$ cat config.mk
export PLATFORM = sky130hd
export DESIGN_NAME = evt_mode_tracker
export DESIGN_NICKNAME = d
export VERILOG_FILES = /design/src/rtl/evt_mode_pkg.sv /design/src/rtl/evt_pend_next.sv /design/src/rtl/evt_mode_decode.sv /design/src/rtl/evt_mode_tracker.sv
export SDC_FILE = /design/constraint.sdc
export NUM_CORES = 1
export LEC_CHECK = 0
export BUFFER_PORTS_ARGS = -buffer_cell sky130_fd_sc_hd__buf_2
export CAP_MARGIN = 40
export CORE_UTILIZATION = 45
export CTS_BUF_LIST = sky130_fd_sc_hd__clkbuf_16
export CTS_CLUSTER_SIZE = 24
export DETAILED_ROUTE_END_ITERATION = 12
export GPL_TIMING_DRIVEN = 0
export PLACE_DENSITY_LB_ADDON = 0.25
export SETUP_SLACK_MARGIN = 0.2
export SYNTH_ARGS = -nofsm -noshare
export SYNTH_HDL_FRONTEND = slang
export SYNTH_SLANG_ARGS = --single-unit
$ cat constraint.sdc
create_clock -name clk -period 2.4 [get_ports clk]
set_input_delay 0 -clock clk [delete_from_list [all_inputs] [get_ports clk]]
set_output_delay 0 -clock clk [all_outputs]
set_load 0.02 [all_outputs]
$ cat src/rtl/evt_mode_pkg.sv
package evt_mode_pkg;
    typedef enum logic [1:0] {
        MODE_USER = 2'b00,
        MODE_SUP  = 2'b01,
        MODE_EMU  = 2'b10
    } mode_e;

    localparam int EVT_BIT_EMU = 0;
    localparam int EVT_BIT_RST = 1;
endpackage

$ cat src/rtl/evt_pend_next.sv
module evt_pend_next #(
    parameter int W = 16
) (
    input  logic [W-1:0] pend_q,
    input  logic [W-1:0] evt_set,
    input  logic         evt_ret,
    input  logic         hold_rst,
    input  logic         exit_rst,
    input  logic         emu_cause,
    output logic [W-1:0] pend_d
);
    import evt_mode_pkg::*;

    localparam logic [W-1:0] ONE = {{(W-1){1'b0}}, 1'b1};

    logic [W-1:0] retired;

    always_comb begin
        // retire lowest set bit (the event being serviced); zero stays zero
        retired = evt_ret ? (pend_q & (pend_q - ONE)) : pend_q;
        pend_d  = retired | evt_set;
        if (exit_rst) begin
            pend_d = '0;
            pend_d[EVT_BIT_RST] = 1'b1;
            pend_d[EVT_BIT_EMU] = emu_cause;
        end
        if (hold_rst) begin
            pend_d = '0;
        end
    end
endmodule

$ cat src/rtl/evt_mode_decode.sv
module evt_mode_decode #(
    parameter int W = 16
) (
    input  logic [W-1:0]         pend,
    output evt_mode_pkg::mode_e  mode
);
    import evt_mode_pkg::*;

    always_comb begin
        if (pend[EVT_BIT_EMU]) begin
            mode = MODE_EMU;
        end else if (|pend) begin
            mode = MODE_SUP;
        end else begin
            mode = MODE_USER;
        end
    end
endmodule

$ cat src/rtl/evt_mode_tracker.sv
module evt_mode_tracker #(
    parameter int W = 16
) (
    input  logic         clk,
    input  logic         core_rst,
    input  logic         emu_rst_cause,
    input  logic [W-1:0] evt_set,
    input  logic         evt_ret,
    input  logic         rd_req,
    output logic [W-1:0] pend,
    output logic [1:0]   mode,
    output logic [W-1:0] rd_data,
    output logic         rd_deny
);
    import evt_mode_pkg::*;

    typedef struct packed {
        logic [W-1:0] pend;
        mode_e        mode;
        logic         in_rst;
        logic         emu_cause;
        logic [W-1:0] rd_data;
        logic         rd_deny;
    } state_t;

    state_t st_q, st_d;
    logic [W-1:0] pend_nxt;
    mode_e        mode_dec;
    logic         read_ok;

    evt_pend_next #(.W(W)) u_next (
        .pend_q    (st_q.pend),
        .evt_set   (evt_set),
        .evt_ret   (evt_ret),
        .hold_rst  (core_rst),
        .exit_rst  (st_q.in_rst),
        .emu_cause (st_q.emu_cause),
        .pend_d    (pend_nxt)
    );

    evt_mode_decode #(.W(W)) u_dec (
        .pend (st_q.pend),
        .mode (mode_dec)
    );

    always_comb begin
        st_d      = st_q;
        read_ok   = !core_rst && (st_q.mode != MODE_USER);
        st_d.pend = pend_nxt;
        st_d.mode = core_rst ? MODE_USER : mode_dec;
        st_d.in_rst = core_rst;
        if (core_rst) begin
            st_d.emu_cause = emu_rst_cause;
        end
        st_d.rd_data = (rd_req && read_ok) ? st_q.pend : '0;
        st_d.rd_deny = rd_req && !read_ok;
    end

    always_ff @(posedge clk) begin
        st_q <= st_d;
    end

    assign pend    = st_q.pend;
    assign mode    = st_q.mode;
    assign rd_data = st_q.rd_data;
    assign rd_deny = st_q.rd_deny;


    emu_bit_mode_chk: assert property (@(posedge clk) disable iff (core_rst)
        pend[0] |=> mode == 2'b10);


    sup_mode_chk: assert property (@(posedge clk) disable iff (core_rst)
        (!pend[0] && pend != '0) |=> mode == 2'b01);


    user_mode_chk: assert property (@(posedge clk) disable iff (core_rst)
        (pend == '0) |=> mode == 2'b00);


    user_read_deny_chk: assert property (@(posedge clk) disable iff (core_rst)
        (rd_req && mode == 2'b00) |=> (rd_deny && rd_data == '0));


    priv_read_ok_chk: assert property (@(posedge clk) disable iff (core_rst)
        (rd_req && mode != 2'b00) |=> (!rd_deny && rd_data == $past(pend)));


    rst_exit_load_chk: assert property (@(posedge clk) disable iff (core_rst)
        st_q.in_rst |=> (pend[1] && pend[W-1:2] == '0));


    empty_ret_chk: assert property (@(posedge clk) disable iff (core_rst)
        (evt_ret && pend == '0 && evt_set == '0 && !st_q.in_rst) |=> pend == '0);
endmodule

==> results.md <==
* Outcome: completed
* Hold WC Path Type: input pin to flop
* Vias per inst at 4.91
* RR Endpoint: pend[11]$_SDFF_PP0_
* Detailed-route via count at 1120
* Largest family of logic cells by synthesized area: simple AND/OR/NAND/NOR gates
* CTS tree: built
* Area Growth Syn to Fin at 46.4%
* Fin. Hold Viols at 0
* CP peak stage delay at 0.53 ns
* Post-Syn Nets at 143
* Max-slew violations at 0
* Slew headroom at between 70% and 80%
* Clk network pwr share at 42.3%
* Core Rows at 18
* PortBufs at 55
* Max Cap Violations at 0
* Multi-input gate area at 459 µm²
* Max Freq at 622 MHz
* Synth unique cells at 28
* Switching Share at 23.4%
* Finished Layout Cells at 228
* Starting density of the core at roughly half
* Clk_lat worst skew at 0.28 ns
* Post-CTS setup buffers at 0
* Flop-to-flop setup slack at 0.79 ns
* Crit path kind: flop to flop
* Residual DRC at 0
* Leakage at 0.893 nW
* Cell count of the worst hold path at 3
* Hpwl dp at 1.93 mm
* Pwr dens at a little under 800 nW/µm²
* Mux cell area share after synthesis at 0%
* Worst r2r src: pend[0]$_SDFF_PP0_
* Final wirelength at 2.79 mm
* Core Region at 2540 µm²
* N_diodes at 0
* Switching power at 0.333 mW
* Max VDD drop at 905 µV
* Iter 0 DRT Violations at 18
* Placed Instances at 207
* Compound-Gate Fraction of Synth Area at 12.3%
* CTS root buf: clkbuf_16
* Hold Path Origin: evt_set[12]
* Share of cells above drive strength 1 at a little over a third
* Slew @ Worst Pin at 0.360 ns
* Critical path startpoint: pend[0]$_SDFF_PP0_
* First-pass detailed-route iteration total at 4
* RSZ-0062 raised after global routing: false
* CP cell instances: or4b_4 -> buf_6 -> nor4_4 -> o21ai_1
* Final worst path period share at 67.0%
* Hold path endpoint: pend[12]$_SDFF_PP0_
* Warning count from the yosys run at 0
* Placement Cell Area at 1560 µm²
* Layout Nets at 218
* Crit path time final at 1.61 ns
* Die Height at 54.7 µm
* Final Instance Area at 1830 µm²
* Share of the yosys chip area belonging to registers at roughly 60%
* Int Pwr at around 1.1 mW
* Layout Skew at 0.00350 ns
* Pin count of the biggest net entering global routing at 12
* Filler cell count at roughly 190
* Vias in the first global route at 1002
* Initial antenna violation count at 0
* Synthesized instance count at 122
* Register Area at 751 µm²
* TritonCTS Buffers at 5
* GRT overflow at 0
* Logic pwr share at 11.0%
* Crit end category: flop
* Simple-Gate Fraction of Synth Area at 24.4%
* Flop pwr share at 46.7%
* Xor and xnor area share after synthesis at 0%
* RePlAce Congestion at 0.671
* GRT Util Overall at 21.3%
* Sum of negative setup slack at 0 ns
* Slowest CP cell: or4b_4
* Clk sinks at 37
* Crit start category: flop
* Synth Register Bits at 37
* Worst hold slack at slightly below 0.004 ns
* Ports at 56
* Final setup viols at 0
* Post-Syn Area at 1250 µm²
* Worst EP arrival at around 1.8 ns
* WL per Instance at 12.3 µm
* Synth Area in Adders at 0%
* Reg2reg path depth at 4
* CTS Buffer Depth at 2
* Crit-path max FO at 7
* Clk slew on worst S/H paths at 0.05 ns
* First-pass GRT wire length at 4.19 mm
* Mean Syn Cell Area at 10.3 µm²
* Worst EP required at 2.55 ns
* Die area at 3000 µm²
* Detail Route Antenna Nets at 0
* H-tree depth at 2
* Chip width at 54.7 µm
==> critical path: cells and delay by family, from the launching register on <==
family	cells	cell delay, ns
buffers and inverters	1	0.15
DFF	1	0.35
and+or+nand+nor	2	0.86
AOI/OAI and AO/OA	1	0.12
==> power groups by stage <==
stage	logic (mW)	registers [mW]	clock network [mW]
finish	0.157	0.664	0.601
global route	0.173	0.667	0.644
CTS	0.157	0.663	0.614
detailed placement	0.141	0.676	0
global placement	0.137	0.674	0
floorplan	0.0596	0.700	0
==> placed cells by master, fill, tap and decap left out, types with 4 or more instances in the layout <==
cell type,synthesis,final
clkbuf_16,0,5
nand2_1,4,4
dlygate4sd3_1,0,13
dfxtp_1,36,36
nor3_1,5,5
buf_2,0,55
o21ai_0,10,10
and2_1,16,16
inv_1,6,6
nor2_1,8,8
a21oi_1,11,11
==> what timing repair did <==
item	CTS	global route
endpoints found under the hold margin	14	0
hold buffers	13	0
endpoints found under the setup margin	0	0
gates resized for setup	0	0
==> cell usage after synthesis (all sizes together) <==
library cell / number / area (µm²)
a211oi: 2 / 15.0
a21oi: 11 / 55.1
a221oi: 1 / 8.76
and2: 17 / 108
buf: 1 / 11.3
clkbuf: 2 / 7.51
dfxtp: 36 / 721
edfxtp: 1 / 30.0
inv: 6 / 22.5
nand2: 4 / 15.0
nand2b: 1 / 6.26
nor2: 8 / 30.0
nor2b: 1 / 6.26
nor3: 6 / 41.3
nor4: 3 / 33.8
o21ai: 12 / 60.1
o21bai: 1 / 7.51
o31ai: 1 / 7.51
or2: 2 / 12.5
or2b: 1 / 7.51
or3: 3 / 23.8
or4: 1 / 7.51
or4b: 1 / 13.8
==> sequential cells by signal, indices dropped and copies added, names as in the netlist <==
signal   cells
st_q         2
pend        16
mode         2
rd_deny      1
rd_data     16
==> metal layers <==
metal	vias to the layer above	GRT usage [%]	share of wire, %
met5	-	0	0
met4	0	12.8	2.3
met3	5	9.44	8.2
met2	50	33.9	47
met1	500	23.1	42
li1	565	-	-
==> worst max-delay path by stage <==
| stage | endpoint | slack, ns | cells after the start |
|---|---|---|---|
| finish | pend[11]$_SDFF_PP0_ | 0.79 | 4 |
| CTS | pend[11]$_SDFF_PP0_ | 0.78 | 4 |
| detailed placement | pend[11]$_SDFF_PP0_ | 0.79 | 4 |
| global placement | pend[11]$_SDFF_PP0_ | 0.83 | 4 |
| global route | rd_data[2]$_SDFF_PN0_ | 0.73 | 6 |
| floorplan | pend[11]$_SDFF_PP0_ | 0.82 | 4 |
==> through the flow <==
stage	power, mW	utilization, %	setup WS [ns]
after CTS	1.43	72.0	0.784
after detailed placement	0.817	61.5	0.792
after floorplan	0.760	-	0.824
after global routing	1.48	72.0	0.730
final	1.42	72.0	0.792
after global placement	0.811	61.5	0.826
==> kinds of logic (layout without fill, tap and decap cells) <==
| group | after synthesis | count (layout) |
|---|---|---|
| AO/OA/AOI/OAI | 28 | 28 |
| buffers and inverters | 9 | 85 |
| flip-flops | 37 | 37 |
| AND/OR/NAND/NOR | 48 | 48 |
==> final cells by class <==
cell class                      count  area share [%]
Sequential cell                    37            41.0
Multi-Input combinational cell     76            25.1
Timing Repair Buffer               68            22.1
Clock buffer                        5            6.83
Tap cell                           30            2.05
Inverter                            6            1.23
Buffer                              3            1.02
Clock inverter                      3           0.683
Note: power is estimated with default switching activity, not from simulation.
